`src/rtl/pcg_pkg.sv`:
```
// Package: pcg_pkg
// Shared register-kind encoding and address map constants for the clock
// gate controller. Assumes byte addressing with 32-bit word registers.
package pcg_pkg;

    // Kind of register hit by a bus address
    typedef enum logic [2:0] {
        ACC_NONE = 3'd0,
        ACC_SET  = 3'd1,
        ACC_CLR  = 3'd2,
        ACC_REQ  = 3'd3,
        ACC_STAT = 3'd4
    } acc_kind_e;

    // Byte offset of group 0's enable register
    localparam int unsigned FIRST_OFS    = 32'h24;
    // Byte distance between consecutive groups
    localparam int unsigned GROUP_STRIDE = 32'h10;
    // Byte offsets of each register within a group
    localparam int unsigned OFS_SET      = 32'h0;
    localparam int unsigned OFS_CLR      = 32'h4;
    localparam int unsigned OFS_REQ      = 32'h8;
    localparam int unsigned OFS_STAT     = 32'hC;

endpackage

```
`src/rtl/pcg_decode.sv`:
```
// Module: pcg_decode
// Maps a bus byte address onto a register kind and a group number.
// Purely combinational. Addresses outside the map give ACC_NONE.
// Assumes NUM_GROUPS groups laid out at a fixed stride from FIRST_OFS.
module pcg_decode
    import pcg_pkg::*;
#(
    parameter int NUM_GROUPS = 2,
    parameter int ADDR_W     = 8,
    localparam int GSEL_W    = (NUM_GROUPS > 1) ? $clog2(NUM_GROUPS) : 1
) (
    input  logic [ADDR_W-1:0] addr,
    output acc_kind_e         kind,
    output logic [GSEL_W-1:0] grp
);

    // Compare the address against each group's four register offsets
    always_comb begin
        kind = ACC_NONE;
        grp  = '0;
        for (int g = 0; g < NUM_GROUPS; g++) begin
            if (addr == ADDR_W'(FIRST_OFS + g * GROUP_STRIDE + OFS_SET)) begin
                kind = ACC_SET;
                grp  = GSEL_W'(g);
            end else if (addr == ADDR_W'(FIRST_OFS + g * GROUP_STRIDE + OFS_CLR)) begin
                kind = ACC_CLR;
                grp  = GSEL_W'(g);
            end else if (addr == ADDR_W'(FIRST_OFS + g * GROUP_STRIDE + OFS_REQ)) begin
                kind = ACC_REQ;
                grp  = GSEL_W'(g);
            end else if (addr == ADDR_W'(FIRST_OFS + g * GROUP_STRIDE + OFS_STAT)) begin
                kind = ACC_STAT;
                grp  = GSEL_W'(g);
            end
        end
    end

endmodule

```
`src/rtl/pcg_req_bank.sv`:
```
// Module: pcg_req_bank
// Holds one group's request bits. A bit set in set_mask turns the request
// on; a bit set in clr_mask turns it off. The clear takes priority if both
// are set. Assumes the masks are zero in cycles with no matching write.
module pcg_req_bank #(
    parameter int   W        = 32,
    parameter logic RESET_ON = 1'b1
) (
    input  logic         clk,
    input  logic         rst_n,
    input  logic [W-1:0] set_mask,
    input  logic [W-1:0] clr_mask,
    output logic [W-1:0] req
);

    // Request register: reset to RESET_ON, then set/clear by mask
    always_ff @(posedge clk) begin
        if (!rst_n) begin
            req <= {W{RESET_ON}};
        end else begin
            req <= (req | set_mask) & ~clr_mask;
        end
    end

endmodule

```
`src/rtl/pcg_settle.sv`:
```
// Module: pcg_settle
// Per-bit settling tracker. Each status bit follows its request bit after
// SETTLE consecutive edges of disagreement. Agreement resets that bit's
// counter, so a request that reverts cancels the pending change.
// Assumes SETTLE >= 1.
module pcg_settle #(
    parameter int   W        = 32,
    parameter int   SETTLE   = 4,
    parameter logic RESET_ON = 1'b1,
    localparam int  CW       = (SETTLE > 1) ? $clog2(SETTLE + 1) : 1
) (
    input  logic         clk,
    input  logic         rst_n,
    input  logic [W-1:0] req,
    output logic [W-1:0] status
);

    for (genvar b = 0; b < W; b++) begin : g_bit
        logic [CW-1:0] cnt;

        // Count edges of disagreement; copy request once the delay expires
        always_ff @(posedge clk) begin
            if (!rst_n) begin
                cnt       <= '0;
                status[b] <= RESET_ON;
            end else if (req[b] != status[b]) begin
                if (cnt == CW'(SETTLE - 1)) begin
                    cnt       <= '0;
                    status[b] <= req[b];
                end else begin
                    cnt <= cnt + 1'b1;
                end
            end else begin
                cnt <= '0;
            end
        end
    end

endmodule

```
`src/rtl/periph_clkgate.sv`:
```
// Module: periph_clkgate
// Top of the peripheral clock gate controller. It decodes single-port
// register accesses, keeps per-group request banks, tracks status through
// the settling delay, and drives one gate enable per clock from status.
// Assumes one access per cycle; read data is registered.
module periph_clkgate
    import pcg_pkg::*;
#(
    parameter int   NUM_GROUPS = 2,
    parameter int   GROUP_W    = 32,
    parameter int   ADDR_W     = 8,
    parameter int   SETTLE     = 4,
    parameter logic RESET_ON   = 1'b1,
    localparam int  TOTAL      = NUM_GROUPS * GROUP_W,
    localparam int  GSEL_W     = (NUM_GROUPS > 1) ? $clog2(NUM_GROUPS) : 1
) (
    input  logic               clk,
    input  logic               rst_n,
    input  logic               bus_valid,
    input  logic               bus_write,
    input  logic [ADDR_W-1:0]  bus_addr,
    input  logic [GROUP_W-1:0] bus_wdata,
    output logic [GROUP_W-1:0] bus_rdata,
    output logic [TOTAL-1:0]   gate_en
);

    acc_kind_e          kind;
    logic [GSEL_W-1:0]  grp;
    logic [TOTAL-1:0]   req_q;
    logic [TOTAL-1:0]   stat_q;
    logic [GROUP_W-1:0] rd_next;
    logic               wr_hit;

    pcg_decode #(
        .NUM_GROUPS (NUM_GROUPS),
        .ADDR_W     (ADDR_W)
    ) u_decode (
        .addr (bus_addr),
        .kind (kind),
        .grp  (grp)
    );

    assign wr_hit = bus_valid && bus_write;

    for (genvar g = 0; g < NUM_GROUPS; g++) begin : g_grp
        logic [GROUP_W-1:0] set_m;
        logic [GROUP_W-1:0] clr_m;

        // Steer write data into this group's set or clear mask
        always_comb begin
            set_m = '0;
            clr_m = '0;
            if (wr_hit && (grp == GSEL_W'(g))) begin
                if (kind == ACC_SET) set_m = bus_wdata;
                if (kind == ACC_CLR) clr_m = bus_wdata;
            end
        end

        pcg_req_bank #(
            .W        (GROUP_W),
            .RESET_ON (RESET_ON)
        ) u_req (
            .clk      (clk),
            .rst_n    (rst_n),
            .set_mask (set_m),
            .clr_mask (clr_m),
            .req      (req_q[g*GROUP_W +: GROUP_W])
        );

        pcg_settle #(
            .W        (GROUP_W),
            .SETTLE   (SETTLE),
            .RESET_ON (RESET_ON)
        ) u_settle (
            .clk    (clk),
            .rst_n  (rst_n),
            .req    (req_q[g*GROUP_W +: GROUP_W]),
            .status (stat_q[g*GROUP_W +: GROUP_W])
        );
    end

    // Select read data; enable, disable and unmapped addresses read zero
    always_comb begin
        rd_next = '0;
        case (kind)
            ACC_REQ:  rd_next = req_q[int'(grp)*GROUP_W +: GROUP_W];
            ACC_STAT: rd_next = stat_q[int'(grp)*GROUP_W +: GROUP_W];
            default:  rd_next = '0;
        endcase
    end

    // Register read data at the end of each read access
    always_ff @(posedge clk) begin
        if (!rst_n) begin
            bus_rdata <= '0;
        end else if (bus_valid && !bus_write) begin
            bus_rdata <= rd_next;
        end
    end

    assign gate_en = stat_q;

endmodule

```
`config.mk`:
```
export PLATFORM = sky130hd
export DESIGN_NAME = periph_clkgate
export DESIGN_NICKNAME = d
export VERILOG_FILES = /design/src/rtl/pcg_pkg.sv /design/src/rtl/pcg_decode.sv /design/src/rtl/pcg_req_bank.sv /design/src/rtl/pcg_settle.sv /design/src/rtl/periph_clkgate.sv
export SDC_FILE = /design/constraint.sdc
export NUM_CORES = 1
export LEC_CHECK = 0
export BUFFER_PORTS_ARGS = -buffer_cell sky130_fd_sc_hd__buf_2
export CELL_PAD_IN_SITES_DETAIL_PLACEMENT = 0
export CELL_PAD_IN_SITES_GLOBAL_PLACEMENT = 2
export CORE_MARGIN = 1
export CORE_UTILIZATION = 40
export CTS_CLUSTER_DIAMETER = 40
export CTS_CLUSTER_SIZE = 16
export DETAILED_ROUTE_END_ITERATION = 12
export GPL_TIMING_DRIVEN = 0
export PLACE_DENSITY_LB_ADDON = 0.1
export SLEW_MARGIN = 20
export SYNTH_ARGS = -nofsm -noshare
export SYNTH_HDL_FRONTEND = slang
export SYNTH_HIERARCHICAL = 1
export SYNTH_SLANG_ARGS = --single-unit
```
`constraint.sdc`:
```
create_clock -name clk -period 2.9 [get_ports clk]
set_clock_uncertainty 0.05 [all_clocks]
set_input_delay 0.145 -clock clk [delete_from_list [all_inputs] [get_ports clk]]
set_output_delay 0.145 -clock clk [all_outputs]
set_load 0.005 [all_outputs]
```
## Word-level counts from Yosys, hierarchy flattened

Index checks and enable logic that the tools add are counted.

| storage, ports and cells | value |
|---|---|
| flip-flop bits (word level) | 352 |
| latch bits | 0 |
| bits in writable memories | 0 |
| memory bits (read-only) | 0 |
| input bits | 44 |
| output and inout port bits | 96 |
| logic and storage cells | 561 |
| memories | 0 |

| operators by class | value |
|---|---|
| add/subtract/negate cells | 64 |
| multiply operators | 0 |
| div/mod/pow operators | 0 |
| order comparisons | 0 |
| equal/unequal tests | 140 |
| shifts and indexed selects | 2 |
| muxes and demuxes | 19 |
| bitwise operators | 72 |
| reductions and logical operators | 133 |

Operators with widths:

| cell | count |
|---|---|
| equality test 3 x 2 -> 1 bit (second input constant) | 66 |
| adder 3 x 1 -> 3 bit (second input constant) | 64 |
| 2-to-1 mux 32 bit | 6 |
| OR reduction 3 bit | 64 |
| AND reduction 2 bit | 64 |
| indexed part select 64 x 7 -> 32 bit | 2 |
| NOT 1 bit | 66 |
| AND 32 bit | 2 |
| != test 1 bit | 64 |
| NOT 32 bit | 2 |
| bitwise OR 32 bit | 2 |
| case mux 32 bit (2 select lines) | 1 |
| equality test 8 x 6 -> 1 bit (second input constant) | 7 |
| 2-to-1 mux 3 bit | 8 |
| equality test 8 x 7 -> 1 bit (second input constant) | 1 |
| logical AND 1 bit | 4 |
| 2-to-1 mux 1 bit | 4 |
| equality test 3 x 1 -> 1 bit (second input constant) | 1 |
| equality test 3 bit (second input constant) | 1 |
| zero test 1 bit | 1 |

## Depth between registers and ports, before layout

| logic depth | value |
|---|---|
| depth after elaboration | 14 |
| depth in mapped cells | 9 |

## Hierarchy

The synthesis kept the hierarchy.

By module, submodules not included:

| module | instances | cells an instance | area an instance (um^2) | sequential area each (um^2) |
|---|---|---|---|---|
| pcg_settle | 2 | 430 | 5356.4 | 2562.5 |
| periph_clkgate | 1 | 260 | 2685.1 | 640.6 |
| pcg_req_bank | 2 | 99 | 935.9 | 640.6 |
| pcg_decode | 1 | 12 | 80.1 | 0.0 |

## Least setup slack after synthesis

No wires, ideal clock.

| timing path | value |
|---|---|
| path type | input -> register |
| start | in bus_addr[1] |
| end | reg bus_rdata[17] |
| arrival | 2105 ps |
| path slack | 629 ps |
| cell stages on the path | 6 |
| buffers on the path | 1 |
| cells stage by stage | or3_4 nor4_2 nor3b_4 buf_6 mux4_1 a22o_1 |

| between the ends | value |
|---|---|
| word-level cells in the longest chain between the ends | 11 |
| elaborated cells on any way between the ends | 25 |
| classes of those cells | eq/ne (10); shift (2); mux (13) |

Ends and longest elaborated chain:

| element | RTL line | RTL |
|---|---|---|
| from (decl) | periph_clkgate.sv:21 | `input logic [ADDR_W-1:0] bus_addr,` |
| equality test 8 x 6 -> 1 bit | pcg_decode.sv:31 | `end else if (addr == ADDR_W'(FIRST_OFS + g * GROUP_STRIDE + OFS_STAT)) begin` |
| 2-to-1 mux 3 bit | pcg_decode.sv:31 |  |
| 2-to-1 mux 3 bit | pcg_decode.sv:28 | `end else if (addr == ADDR_W'(FIRST_OFS + g * GROUP_STRIDE + OFS_REQ)) begin` |
| 2-to-1 mux 3 bit | pcg_decode.sv:25 | `end else if (addr == ADDR_W'(FIRST_OFS + g * GROUP_STRIDE + OFS_CLR)) begin` |
| 2-to-1 mux 3 bit | pcg_decode.sv:22 | `if (addr == ADDR_W'(FIRST_OFS + g * GROUP_STRIDE + OFS_SET)) begin` |
| 2-to-1 mux 3 bit | pcg_decode.sv:31 |  |
| 2-to-1 mux 3 bit | pcg_decode.sv:28 |  |
| 2-to-1 mux 3 bit | pcg_decode.sv:25 |  |
| 2-to-1 mux 3 bit (*) | pcg_decode.sv:22 |  |
| named net kind[2] | periph_clkgate.sv:27 | `acc_kind_e kind;` |
| equality test 3 bit or equality test 3 x 2 -> 1 bit (tied branches) | periph_clkgate.sv:85 | `case (kind)` |
| case mux 32 bit (2 select lines) (*) | periph_clkgate.sv:85 |  |
| to (signal assigned) | periph_clkgate.sv:97 | `bus_rdata <= rd_next;` |
| to (decl) | periph_clkgate.sv:23 | `output logic [GROUP_W-1:0] bus_rdata,` |

Mark *: on every way through the listed nets, which the timed path passes. The rest lies on a longest branch.
A chain may end at the register's enable or synchronous reset.

## Worst setup path after layout

| timing path | value |
|---|---|
| start | in bus_addr[1] |
| end | reg g_grp[1].u_req.req[5] |

| between the ends | value |
|---|---|
| elaborated cells on any way between the ends | 30 |
| classes of those cells | eq/ne (10); mux (16); bitwise (3); reduce/logical (1) |

RTL lines:

| element | RTL line | RTL |
|---|---|---|
| equality test 8 x 7 -> 1 bit | pcg_decode.sv:31 |  |
| 2-to-1 mux 1 bit | pcg_decode.sv:31 |  |
| 2-to-1 mux 1 bit | pcg_decode.sv:28 |  |
| 2-to-1 mux 1 bit | pcg_decode.sv:25 |  |
| 2-to-1 mux 1 bit (*) | pcg_decode.sv:22 |  |
| named net grp | periph_clkgate.sv:28 | `logic [GSEL_W-1:0] grp;` |
| logical AND 1 bit (*) | periph_clkgate.sv:53 | `if (wr_hit && (grp == GSEL_W'(g))) begin` |
| 2-to-1 mux 32 bit (*) | periph_clkgate.sv:53 |  |
| named net g_grp[1].clr_m[5] | periph_clkgate.sv:47 | `logic [GROUP_W-1:0] clr_m;` |
| NOT 32 bit (*) | pcg_req_bank.sv:21 | `req <= (req \| set_mask) & ~clr_mask;` |
| AND 32 bit (*) | pcg_req_bank.sv:21 |  |
| to (signal assigned) | pcg_req_bank.sv:19 | `req <= {W{RESET_ON}};` |
| to (signal assigned) | pcg_req_bank.sv:21 |  |
| to (decl) | pcg_req_bank.sv:13 | `output logic [W-1:0] req` |

Marks and branches as above.

==> results.cfg <==
[power_and_ir_drop]
ir_worst_vdd_uv = 451
power_mw = 11.9
p_sw_mw = 2.58
sequentialPowerShare_pct = 40.8
powerDensity_nw_per_um2 = 627
switching_share_pct = 21.7
internal-power_mw = 9.31
pwr-share-comb_pct = 2.3
cellLeakagePower_nw = 7.37
clock_power_share_pct = 56.9

[logic_synthesis]
seq_area_frac_synth_pct = 45.9
synth_cell_types = 35
synthesis.nets = 1502
synth_top_flop_cell = dfxtp_1
synth_cells = 1330
synth_edf_count = 0
synth.ff_latch_count = 352
avgSynthCellArea_um2 = 11.5
synthArstFlopShare_pct = 0
syn-cell-area_um2 = 15300
yosysWarnings = 6

[clocking]
postCtsSetupBuffers = 0
cts_tree = yes
h-tree-depth = 2
clk_latency_ns = 0.58
path_clk_slew_ns = 0.05
ctsHoldBuffers = 33
cts_root_buf = clkbuf_16
cts_resized = 0
clockBufferDepth = 3
cts_buffers = 56
clkSinkCount = 352

[sta]
slew_headroom_pct = 33.9
drv_slew = 0
final-setup-viol-count = 0
fmax_ghz = 0.436
fin_setup_tns_ns = 0
finalCritPeriodShare_pct = 79.1
fin_hold_ws_ns = 0.0906
hold_viol_final = 0
worst_pin_slew_ns = 0.978
finalCriticalPeriod_ns = 2.29
rsz0062_at_grt = false

[worst_setup_path]
crit_family = simple AND/OR/NAND/NOR gates
cp_cell_sequence = buf_2 -> or3_4 -> a21oi_1 -> buf_2 -> nor4b_1 -> clkbuf_1 -> and2_2 -> o21ai_0
cp_max_fo = 10
reg2reg_setup_slack_ns = 1.61
critPathMaxStageDelay_ns = 0.82
reg2reg_to = bus_rdata[3]$_SDFFE_PN0P_
cp_num_buf_inv = 3
crit_path_top_delay_cell = nor4b_1
startpoint_type = input port
r2r_start = g_grp[0].u_settle/status[3]$_SDFFE_PN1P_
worstRegToRegCells = 2
cp-end-kind = flip-flop
critical_path_required_ns = 3.30
cp.arrival_ns = 2.70
criticalPathCategory = input port to flip-flop
crit_top_cell = buf_2

[run]
maxCapViolations = 0

[floorplanning]
core_area_um2 = 37800
io_pins = 140
fp.dieW_um = 198
initial_utilization_pct = 40.7
die_h_um = 198
rows = 71
dieArea_um2 = 39200

[finish]
finalNetCount = 1732
layout-drive-gt1-share_pct = 24.0
final_area_um2 = 19000
areaGrowthSynthToFinish_pct = 23.5
diodes = 0

[global_route]
grt_max_degree = 17
grt_pass1_vias = 10100
antenna_found_initial = 0
grt_pass1_wl_um = 61300
grt_usage_pct = 20.9
grt_remaining_overflow = 0

[hold_path]
hold_start = bus_valid
worstHoldPathType = input port to flip-flop
holdPathStages = 3
hold_end = bus_rdata[10]$_SDFFE_PN0P_

[place]
portBuffers = 139
place.gp.congestion = 0.802
dp_hpwl_um = 29900
place_area_um2 = 16700

[route]
first_iter_violations = 420
drt.antenna.violating_nets = 0
wl_per_cell_um = 18.8
drtPass1Iterations = 5
drc = 0
wl_um = 39900
dr_total_vias = 10500
viasPerCell = 4.96

[run_status]
status = complete, no violations
==> power by group through the flow <==
stage               Combinational, mW  Clock, mW  Sequential, mW
global route                    0.297       7.15            4.84
CTS                             0.282       6.93            4.84
detailed placement              0.243          0            4.95
global placement                0.242          0            4.95
floorplan                       0.120          0            4.95
finish                          0.274       6.77            4.85
==> how the worst max path moves through the flow <==
stage,startpoint,end,depth (start not counted)
after floorplan,bus_addr[1],bus_rdata[17]$_SDFFE_PN0P_,6
after global placement,bus_addr[1],g_grp[1].u_req/req[1]$_SDFF_PN1_,8
after detailed placement,bus_addr[1],g_grp[1].u_req/req[5]$_SDFF_PN1_,8
after CTS,bus_addr[1],g_grp[1].u_req/req[5]$_SDFF_PN1_,8
after global routing,bus_addr[6],g_grp[1].u_req/req[7]$_SDFF_PN1_,9
final,bus_addr[1],g_grp[1].u_req/req[5]$_SDFF_PN1_,8
==> cells in the mapped netlist, types with 3 or more instances <==
library cell | count | area [µm²]
mux4_2 | 29 | 653
and2_2 | 9 | 67.6
buf_2 | 34 | 170
buf_6 | 3 | 33.8
dfxtp_1 | 352 | 7050
nor4b_2 | 64 | 961
nor2_1 | 66 | 248
mux4_1 | 3 | 78.8
clkbuf_1 | 20 | 75.1
inv_1 | 66 | 248
mux2i_1 | 64 | 641
nand2_1 | 64 | 240
a22o_1 | 32 | 280
and2_1 | 119 | 744
nor4bb_1 | 64 | 641
o21ai_0 | 64 | 320
nor4b_1 | 66 | 578
xnor2_1 | 64 | 561
ha_1 | 128 | 1600
==> stage by stage <==
stage               utilization [%]  std cells  worst slack, ns
floorplan                         -       1330            0.629
global placement               44.2       1980           0.0390
global route                   50.2       2118            0.432
finish                         50.2       2118            0.607
detailed placement             44.2       1980          -0.0186
CTS                            50.2       2118            0.606
==> layout by cell type (no fill, tap or decap), types with 2 or more instances in the layout <==
master         instances
dfxtp_1              352
buf_2                173
ha_1                 128
and2_1               119
inv_1                 66
nor4b_1               66
nor2_1                66
o21ai_0               64
xnor2_1               64
nor4b_2               64
mux2i_1               64
nand2_1               64
nor4bb_1              64
clkbuf_16             58
dlygate4sd3_1         33
a22o_1                32
mux4_2                29
clkbuf_1              25
clkinv_2              13
and2_2                 9
clkbuf_8               9
clkinv_4               6
bufinv_16              5
inv_6                  4
clkinvlp_4             4
buf_6                  3
mux4_1                 3
nand3b_1               2
buf_4                  2
and3_1                 2
==> cells by family after synthesis <==
kind of cell	count (synthesis)	share of synthesized area (%)
buf+inv	125	3.53
xor+xnor	64	3.65
mux	96	8.94
simple gates	465	23.4
compound gates	100	4.12
flops	352	45.9
fa+ha+maj	128	10.4
==> routing by layer <==
layer | vias up | global-route usage, % | routed length, µm
li1 | 5270 | - | -
met1 | 5035 | 30.5 | 20700
met2 | 154 | 31.6 | 17200
met3 | 50 | 3.66 | 1330
met4 | 0 | 5.02 | 636
met5 | - | 0 | 0
==> final cells by class <==
type / instances / area, µm²
Buffer: 59 / 294
Clock buffer: 72 / 1590
Clock inverter: 33 / 349
Fill cell: 3515 / 18800
Inverter: 66 / 248
Multi-Input combinational cell: 853 / 7760
Sequential cell: 352 / 7050
Tap cell: 511 / 639
Timing Repair Buffer: 172 / 1030
==> flip-flops by register name, summed over array words and instances, names as in the netlist <==
signal                    count
bus_rdata                    32
g_grp.u_req/req              64
g_grp.u_settle/g_bit.cnt    192
g_grp.u_settle/status        64
==> worst min-delay path: cells and delay by family <==
kind                   cells  cell delay, ns
buffers and inverters      1            0.12
AOI/OAI and AO/OA          2            0.40
Note: power is estimated with default switching activity, not from simulation.
